### config.mk
export PLATFORM = sky130hd
export DESIGN_NAME = prd_walker
export DESIGN_NICKNAME = d
export VERILOG_FILES = /design/src/rtl/prd_walk_pkg.sv /design/src/rtl/prd_len_decode.sv /design/src/rtl/prd_chunk_sel.sv /design/src/rtl/prd_fetch_ptr.sv /design/src/rtl/prd_walker.sv
export SDC_FILE = /design/constraint.sdc
export NUM_CORES = 1
export LEC_CHECK = 0
export BUFFER_PORTS_ARGS = -buffer_cell sky130_fd_sc_hd__buf_2
export CAP_MARGIN = 40
export CORE_UTILIZATION = 63
export DETAILED_ROUTE_END_ITERATION = 7
export PLACE_DENSITY = 0.88
export SLEW_MARGIN = 20
export SYNTH_ARGS = -nofsm -noshare
export SYNTH_HDL_FRONTEND = slang
export SYNTH_SLANG_ARGS = --single-unit
### constraint.sdc
create_clock -name clk -period 10.6 [get_ports clk]
set_clock_uncertainty 0.05 [all_clocks]
set_input_delay 0.53 -clock clk [delete_from_list [all_inputs] [get_ports clk]]
set_output_delay 0.53 -clock clk [all_outputs]
set_load 0.01 [all_outputs]
### src/rtl/prd_walk_pkg.sv
`timescale 1ns/1ps
package prd_walk_pkg;

    localparam int REGION_W   = 17;      // holds 1..65536
    localparam int DESC_BYTES = 8;

    typedef enum logic [3:0] {
        ST_IDLE,
        ST_DECIDE,
        ST_RD_ADDR,
        ST_WT_ADDR,
        ST_RD_SIZE,
        ST_WT_SIZE,
        ST_MOVE,
        ST_DONE,
        ST_EXHAUST
    } walk_state_e;

endpackage

### src/rtl/prd_len_decode.sv
`timescale 1ns/1ps
module prd_len_decode
    import prd_walk_pkg::*;
(
    input  logic [14:0]          len_field,   // size word bits 15:1
    output logic [REGION_W-1:0]  region_len
);
    always_comb begin
        if (len_field == '0) begin
            region_len = REGION_W'(1) << 16;
        end else begin
            region_len = {1'b0, len_field, 1'b0};
        end
    end
endmodule

### src/rtl/prd_chunk_sel.sv
`timescale 1ns/1ps
module prd_chunk_sel
    import prd_walk_pkg::*;
#(
    parameter int CW = 20
) (
    input  logic [CW-1:0]        remain,
    input  logic [REGION_W-1:0]  region_left,
    output logic [REGION_W-1:0]  chunk
);
    localparam int W = (CW > REGION_W) ? CW : REGION_W;

    logic [W-1:0] rem_w;
    logic [W-1:0] reg_w;

    always_comb begin
        rem_w = W'(remain);
        reg_w = W'(region_left);
        if (rem_w < reg_w) begin
            chunk = REGION_W'(rem_w);
        end else begin
            chunk = region_left;
        end
    end
endmodule

### src/rtl/prd_fetch_ptr.sv
`timescale 1ns/1ps
module prd_fetch_ptr
    import prd_walk_pkg::*;
#(
    parameter int AW    = 32,
    parameter int LIMIT = 4096
) (
    input  logic          clk,
    input  logic          rst_n,
    input  logic          load,
    input  logic [AW-1:0] load_base,
    input  logic          advance,
    output logic [AW-1:0] base_q,
    output logic [AW-1:0] ptr_q,
    output logic          at_limit
);
    localparam logic [AW-1:0] LIMIT_A = AW'(LIMIT);
    localparam logic [AW-1:0] STEP_A  = AW'(DESC_BYTES);

    always_ff @(posedge clk or negedge rst_n) begin
        if (!rst_n) begin
            base_q <= '0;
            ptr_q  <= '0;
        end else if (load) begin
            base_q <= {load_base[AW-1:2], 2'b00};
            ptr_q  <= {load_base[AW-1:2], 2'b00};
        end else if (advance) begin
            ptr_q  <= ptr_q + STEP_A;
        end
    end

    assign at_limit = (ptr_q - base_q) >= LIMIT_A;

    // a load makes the pointer equal the base
    p_load_reload_r9: assert property (@(posedge clk) disable iff (!rst_n)
        load |=> (ptr_q == base_q));
    // pointer steps by one descriptor
    p_ptr_step_r5: assert property (@(posedge clk) disable iff (!rst_n)
        (advance && !load) |=> (ptr_q == $past(ptr_q) + STEP_A));
endmodule

### src/rtl/prd_walker.sv
`timescale 1ns/1ps
module prd_walker
    import prd_walk_pkg::*;
#(
    parameter int AW    = 32,
    parameter int CW    = 20,
    parameter int LIMIT = 4096
) (
    input  logic                 clk,
    input  logic                 rst_n,
    input  logic                 start,
    input  logic [AW-1:0]        start_base,
    input  logic [CW-1:0]        start_count,
    input  logic                 start_write,
    output logic                 busy,
    output logic                 mem_req,
    output logic [AW-1:0]        mem_addr,
    input  logic                 mem_gnt,
    input  logic                 mem_rsp_valid,
    input  logic [31:0]          mem_rsp_data,
    output logic                 mv_valid,
    output logic [AW-1:0]        mv_addr,
    output logic [REGION_W-1:0]  mv_len,
    output logic                 mv_write,
    input  logic                 mv_ready,
    output logic                 done,
    output logic                 exhausted
);
    localparam logic [AW-1:0] WORD_A  = AW'(4);
    localparam logic [AW-1:0] LIMIT_A = AW'(LIMIT);

    walk_state_e state_q, state_d;

    logic [CW-1:0]        remain_q;
    logic [AW-1:0]        raddr_q;
    logic [REGION_W-1:0]  rlen_q;
    logic                 last_q;
    logic                 dir_q;

    logic [AW-1:0]        base_q, ptr_q;
    logic                 at_limit;
    logic                 ptr_load, ptr_adv;
    logic [REGION_W-1:0]  dec_len;
    logic [REGION_W-1:0]  chunk;
    logic                 unused_bits;

    assign unused_bits = ^{mem_rsp_data[30:16], mem_rsp_data[0]};

    assign ptr_load = (state_q == ST_IDLE) && start;
    assign ptr_adv  = (state_q == ST_WT_SIZE) && mem_rsp_valid;

    prd_fetch_ptr #(.AW(AW), .LIMIT(LIMIT)) u_ptr (
        .clk       (clk),
        .rst_n     (rst_n),
        .load      (ptr_load),
        .load_base (start_base),
        .advance   (ptr_adv),
        .base_q    (base_q),
        .ptr_q     (ptr_q),
        .at_limit  (at_limit)
    );

    prd_len_decode u_dec (
        .len_field  (mem_rsp_data[15:1]),
        .region_len (dec_len)
    );

    prd_chunk_sel #(.CW(CW)) u_chunk (
        .remain      (remain_q),
        .region_left (rlen_q),
        .chunk       (chunk)
    );

    // state register
    always_ff @(posedge clk or negedge rst_n) begin
        if (!rst_n) begin
            state_q <= ST_IDLE;
        end else begin
            state_q <= state_d;
        end
    end

    // next state
    always_comb begin
        state_d = state_q;
        unique case (state_q)
            ST_IDLE:    if (start) state_d = ST_DECIDE;
            ST_DECIDE: begin
                if (remain_q == '0)           state_d = ST_DONE;
                else if (rlen_q != '0)        state_d = ST_MOVE;
                else if (last_q || at_limit)  state_d = ST_EXHAUST;
                else                          state_d = ST_RD_ADDR;
            end
            ST_RD_ADDR: if (mem_gnt)       state_d = ST_WT_ADDR;
            ST_WT_ADDR: if (mem_rsp_valid) state_d = ST_RD_SIZE;
            ST_RD_SIZE: if (mem_gnt)       state_d = ST_WT_SIZE;
            ST_WT_SIZE: if (mem_rsp_valid) state_d = ST_DECIDE;
            ST_MOVE:    if (mv_ready)      state_d = ST_DECIDE;
            ST_DONE:    state_d = ST_IDLE;
            ST_EXHAUST: state_d = ST_IDLE;
            default:    state_d = ST_IDLE;
        endcase
    end

    // outputs
    always_comb begin
        busy      = (state_q != ST_IDLE);
        mem_req   = (state_q == ST_RD_ADDR) || (state_q == ST_RD_SIZE);
        mem_addr  = (state_q == ST_RD_SIZE) ? (ptr_q + WORD_A) : ptr_q;
        mv_valid  = (state_q == ST_MOVE);
        mv_addr   = raddr_q;
        mv_len    = chunk;
        mv_write  = dir_q;
        done      = (state_q == ST_DONE);
        exhausted = (state_q == ST_EXHAUST);
    end

    // job datapath
    always_ff @(posedge clk or negedge rst_n) begin
        if (!rst_n) begin
            remain_q <= '0;
            raddr_q  <= '0;
            rlen_q   <= '0;
            last_q   <= 1'b0;
            dir_q    <= 1'b0;
        end else begin
            if (ptr_load) begin
                remain_q <= start_count;
                rlen_q   <= '0;
                last_q   <= 1'b0;
                dir_q    <= start_write;
            end
            if ((state_q == ST_WT_ADDR) && mem_rsp_valid) begin
                raddr_q <= mem_rsp_data[AW-1:0];
            end
            if (ptr_adv) begin
                rlen_q <= dec_len;
                last_q <= mem_rsp_data[31];
            end
            if ((state_q == ST_MOVE) && mv_ready) begin
                raddr_q  <= raddr_q + AW'(chunk);
                rlen_q   <= rlen_q - chunk;
                remain_q <= remain_q - CW'(chunk);
            end
        end
    end

    // fetch request holds until granted
    p_mem_hold_r2: assert property (@(posedge clk) disable iff (!rst_n)
        (mem_req && !mem_gnt) |=> (mem_req && $stable(mem_addr)));
    // fetch and move never overlap
    p_no_overlap_r2: assert property (@(posedge clk) disable iff (!rst_n)
        !(mem_req && mv_valid));
    // fetch addresses word aligned
    p_mem_align_r9: assert property (@(posedge clk) disable iff (!rst_n)
        mem_req |-> (mem_addr[1:0] == 2'b00));
    // fetches stay inside the fail-safe window
    p_fetch_window_r5: assert property (@(posedge clk) disable iff (!rst_n)
        mem_req |-> ((mem_addr - base_q) < LIMIT_A));
    // chunk length legal
    p_chunk_len_r6: assert property (@(posedge clk) disable iff (!rst_n)
        mv_valid |-> ((mv_len != '0) && (mv_len <= (REGION_W'(1) << 16))));
    // mover request held while not ready
    p_mv_hold_r11: assert property (@(posedge clk) disable iff (!rst_n)
        (mv_valid && !mv_ready) |=> (mv_valid && $stable(mv_addr)
                                     && $stable(mv_len) && $stable(mv_write)));
    // endings exclusive and followed by idle
    p_end_excl_r7: assert property (@(posedge clk) disable iff (!rst_n)
        !(done && exhausted));
    p_end_idle_r8: assert property (@(posedge clk) disable iff (!rst_n)
        (done || exhausted) |=> !busy);
endmodule

==> load_flow_metrics.sql <==
INSERT INTO impl_metrics (metric_group, metric, value, unit) VALUES
('sta', 'crit_path_time_final', '5.94', 'ns'),
('placed_design', 'place.detailed.hpwl', '22300', 'um'),
('route', 'wire_length_per_cell_after_detailed_routing', '18.0', 'um'),
('yosys', 'synthesis.yosys.warnings', '0', ''),
('route', 'postRouteWirelength', '31100', 'um'),
('setup_path', 'start_kind', 'register', ''),
('yosys', 'post_synth_edffs', '0', ''),
('global_route', 'global_route.overflow_total', '0', ''),
('setup_path', 'endpoint_type_of_the_worst_setup_path', 'register', ''),
('route', 'remaining_drc_errors', '0', ''),
('floorplan', 'fp.dieW', '133', 'um'),
('clocking', 'cts-buffers-inserted', '17', ''),
('setup_path', 'critical_path_class', 'register to register', ''),
('yosys', 'synth_cell_type_count', '73', ''),
('global_route', 'grt_use_total', '0.354', ''),
('route', 'drt.antenna.violating_nets', '0', ''),
('clocking', 'clock_tree.root_cell', 'sky130_fd_sc_hd__clkbuf_16', ''),
('setup_path', 'path_max_fanout', '19', ''),
('finish', 'final_common_cell', 'sky130_fd_sc_hd__nand2_1', ''),
('clocking', 'cts_buffer_depth', '2', ''),
('yosys', 'async_reset_ff_frac', '1.00', ''),
('power', 'total_power', '4840', 'uW'),
('clocking', 'htree_levels', '4', ''),
('yosys', 'syn_avg_cell_area', '8.13', 'um^2'),
('floorplan', 'fp.dieH', '133', 'um'),
('power', 'power.density_cell_area', '385', 'mW/mm^2'),
('yosys', 'synth-main-ff-cell', 'sky130_fd_sc_hd__dfrtp_1', ''),
('floorplan', 'boundaryPins', '178', ''),
('clocking', 'reg_clk_slew_reported_paths', '0.06', 'ns'),
('yosys', 'post_synth_instance_area', '0.0109', 'mm^2'),
('sta', 'finalSetupViolations', '0', ''),
('placed_design', 'finalWeightedCongestion', '0.936', ''),
('yosys', 'syn-instance-count', '1339', ''),
('clocking', 'post_cts_resized', '0', ''),
('hold_path', 'holdCritPathClass', 'input port to async pin', ''),
('job', 'max_cap_viol_count', '0', ''),
('yosys', 'synth_seq_area_share', '0.310', ''),
('sta', 'report.final.hold_viol_count', '6', ''),
('finish', 'drive_above_1_share', '0.170', ''),
('route', 'firstDrtPassIters', '6', ''),
('floorplan', 'cell_row_count', '47', ''),
('finish', 'area_growth', '15.5', '%'),
('route', 'initialDrtViolationCount', '1034', ''),
('setup_path', 'cp.arrival', '6.21', 'ns'),
('power', 'peakVddDrop', '0.202', 'mV'),
('global_route', 'via_count_of_the_first_global_routing_pass', '10500', ''),
('run_status', 'violated_checks', 'hold timing', ''),
('clocking', 'cts.sinks', '135', ''),
('global_route', 'first_pass_grt_wire_length', '50500', 'um'),
('yosys', 'synth_seq_cells', '135', ''),
('clocking', 'later_pin_clock_latency_in_the_skew_report', '0.43', 'ns'),
('clocking', 'tritoncts_clock_tree', 'done', ''),
('sta', 'fmax', '168', 'MHz'),
('global_route', 'grt_max_degree', '97', ''),
('sta', 'tightest_slew', '0.791', 'ns'),
('sta', 'rsz0062_at_grt', 'false', ''),
('route', 'vias_per_cell', '6.24', ''),
('sta', 'slew_hr', '0.468', ''),
('route', 'num_vias', '10800', ''),
('floorplan', 'design.die.area', '0.0178', 'mm^2'),
('global_route', 'number_of_antenna_violations_at_the_first_check_in_global_routing', '0', ''),
('finish', 'mostFrequentLayoutCells', 'sky130_fd_sc_hd__nand2_1, sky130_fd_sc_hd__buf_2, sky130_fd_sc_hd__dfrtp_1', ''),
('sta', 'setup_total_negative_slack', '0', 'ns'),
('run_status', 'status', 'complete, but fails checks', ''),
('floorplan', 'initial_standard_cell_utilization_of_the_core', '0.652', ''),
('floorplan', 'floorplan.core_area', '0.0167', 'mm^2'),
('placed_design', 'placement.io_buffers', '173', ''),
('sta', 'timing_max_transition_violations_final', '0', ''),
('clocking', 'post-cts-setup-buffer-count', '0', ''),
('sta', 'timing.hold.ws', '-0.00603', 'ns'),
('power', 'leakagePower', '0.00588', 'uW'),
('finish', 'final_net_count', '1687', ''),
('setup_path', 'timing.critical_path.required', '10.86', 'ns'),
('sta', 'min_period_over_period', '0.561', ''),
('clocking', 'postCtsHoldBufs', '0', '');
layer usage:
metal  wire [um]  vias to the layer above  GRT usage
met2       14400                      516      0.580
met5           0                        -          0
li1            -                     5130          -
met1       12800                     5039      0.457
met4        1380                        0      0.181
met3        2430                      116     0.0506
Yosys cell counts, types with 3 or more instances:
library cell                count  area [um^2]
sky130_fd_sc_hd__or4_1          4         30.0
sky130_fd_sc_hd__nor3_1        27          135
sky130_fd_sc_hd__xor2_1        36          315
sky130_fd_sc_hd__o221a_2        3         33.8
sky130_fd_sc_hd__o311ai_0       5         43.8
sky130_fd_sc_hd__xnor2_1       60          526
sky130_fd_sc_hd__nand4b_1       3         26.3
sky130_fd_sc_hd__a31o_2         4         35.0
sky130_fd_sc_hd__and2_1         6         37.5
sky130_fd_sc_hd__a311oi_1       5         43.8
sky130_fd_sc_hd__o21ai_0       94          470
sky130_fd_sc_hd__o211ai_1       7         52.6
sky130_fd_sc_hd__a221oi_1       6         52.6
sky130_fd_sc_hd__dfrtp_1      135         3380
sky130_fd_sc_hd__a31oi_1       32          200
sky130_fd_sc_hd__o2111ai_1      4         35.0
sky130_fd_sc_hd__mux2_2        17          191
sky130_fd_sc_hd__and3_1        21          131
sky130_fd_sc_hd__nand3b_1       6         45.0
sky130_fd_sc_hd__nand2b_1      11         68.8
sky130_fd_sc_hd__clkbuf_1      47          176
sky130_fd_sc_hd__a211o_1        5         43.8
sky130_fd_sc_hd__nor2b_1       10         62.6
sky130_fd_sc_hd__mux2i_1        6         60.1
sky130_fd_sc_hd__or2_2          4         25.0
sky130_fd_sc_hd__a22oi_1        8         60.1
sky130_fd_sc_hd__nand3_1       29          145
sky130_fd_sc_hd__nand2_1      180          676
sky130_fd_sc_hd__a21o_1        26          195
sky130_fd_sc_hd__o221ai_1       4         35.0
sky130_fd_sc_hd__inv_1         89          334
sky130_fd_sc_hd__ha_1          97         1210
sky130_fd_sc_hd__nor4_1        18          113
sky130_fd_sc_hd__fa_1           4         80.1
sky130_fd_sc_hd__a211oi_1      21          158
sky130_fd_sc_hd__nor2_1       120          450
sky130_fd_sc_hd__o21bai_1       6         45.0
sky130_fd_sc_hd__o211a_1        3         30.0
sky130_fd_sc_hd__o22ai_1       17          106
sky130_fd_sc_hd__nand4_1       16          100
sky130_fd_sc_hd__or3_1         11         68.8
sky130_fd_sc_hd__a21oi_1       71          355
sky130_fd_sc_hd__o21a_1        13         97.6
sky130_fd_sc_hd__o31ai_1       11         82.6
registers in the layout, summed over array words and instances, names as in the netlist:
register,count
u_ptr.base_q,30
u_ptr.ptr_q,30
last_q,1
mv_write,1
remain_q,20
state_q,4
mv_addr,32
rlen_q,17
critical path, stage by stage, from the launching register on:
cell and delay (ns):
sky130_fd_sc_hd__dfrtp_1 0.44, sky130_fd_sc_hd__inv_1 0.08, sky130_fd_sc_hd__ha_1 0.30, sky130_fd_sc_hd__a21o_1 0.18, sky130_fd_sc_hd__a21o_1 0.18, sky130_fd_sc_hd__a21o_1 0.19, sky130_fd_sc_hd__a21o_1 0.17, sky130_fd_sc_hd__a21oi_1 0.14
sky130_fd_sc_hd__o21ai_0 0.09, sky130_fd_sc_hd__a311o_1 0.35, sky130_fd_sc_hd__buf_4 0.22, sky130_fd_sc_hd__o21ai_0 0.47, sky130_fd_sc_hd__ha_1 0.28, sky130_fd_sc_hd__inv_1 0.06, sky130_fd_sc_hd__fa_1 0.40, sky130_fd_sc_hd__a21oi_1 0.15
sky130_fd_sc_hd__o21ai_0 0.14, sky130_fd_sc_hd__a21oi_1 0.21, sky130_fd_sc_hd__o21ai_0 0.20, sky130_fd_sc_hd__a211oi_1 0.40, sky130_fd_sc_hd__o311ai_0 0.31, sky130_fd_sc_hd__a21o_1 0.24, sky130_fd_sc_hd__a211oi_1 0.28, sky130_fd_sc_hd__mux2i_1 0.22
sky130_fd_sc_hd__nor2_1 0.06
worst paths after layout:
kind | from | endpoint | slack (ns) | cells past startpoint
max | rlen_q[5] | remain_q[18] | 4.66 | 24
min | rst_n | mv_addr[21] | -0.006 | 1
max reg2reg | rlen_q[5] | remain_q[18] | 4.66 | 24
min reg2reg | mv_write | mv_write | 0.42 | 2
max in group asynchronous | rst_n | u_ptr.ptr_q[28] | 9.35 | 3
min in group clk | start_write | mv_write | 0.24 | 3
metrics by stage:
stage / std cells / setup WS (ns) / util / area, um^2 / hold slack, ns
floorplan: 1340 / 5.05 / - / 10900 / 0.184
global route: 1728 / 4.19 / 0.753 / 12600 / 0.0364
finish: 1730 / 4.66 / 0.753 / 12600 / -0.00603
CTS: 1726 / 4.72 / 0.751 / 12500 / 0.0180
global placement: 1690 / 4.89 / 0.713 / 11900 / 0.404
detailed placement: 1694 / 4.75 / 0.717 / 12000 / 0.407
cell type report:
type	count	area, um^2
Clock buffer	20	457
Multi-Input combinational cell	1064	6980
Tap cell	220	275
Sequential cell	135	3380
Clock inverter	12	103
Inverter	89	334
Fill cell	1188	4120
Timing Repair Buffer	188	1050
Antenna cell	2	5.00
power by group:
part | total, uW | switching, uW | internal, uW | leakage (uW)
Clock | 571 | 238 | 333 | 0.000268
Sequential | 1060 | 302 | 762 | 0.00164
Combinational | 3200 | 1840 | 1370 | 0.00398
Total | 4840 | 2380 | 2460 | 0.00588
cells by family after synthesis:
logic type               after synthesis  synth area share
other                                  1          0.000344
XOR/XNOR                              96            0.0772
buffers and inverters                141            0.0494
multiplexers                          23            0.0231
adder cells (fa/ha/maj)              101             0.119
AO/OA/AOI/OAI                        366             0.218
flip-flops                           135             0.310
AND/OR/NAND/NOR                      476             0.203
No activity file was read; power rests on OpenSTA's default activity.
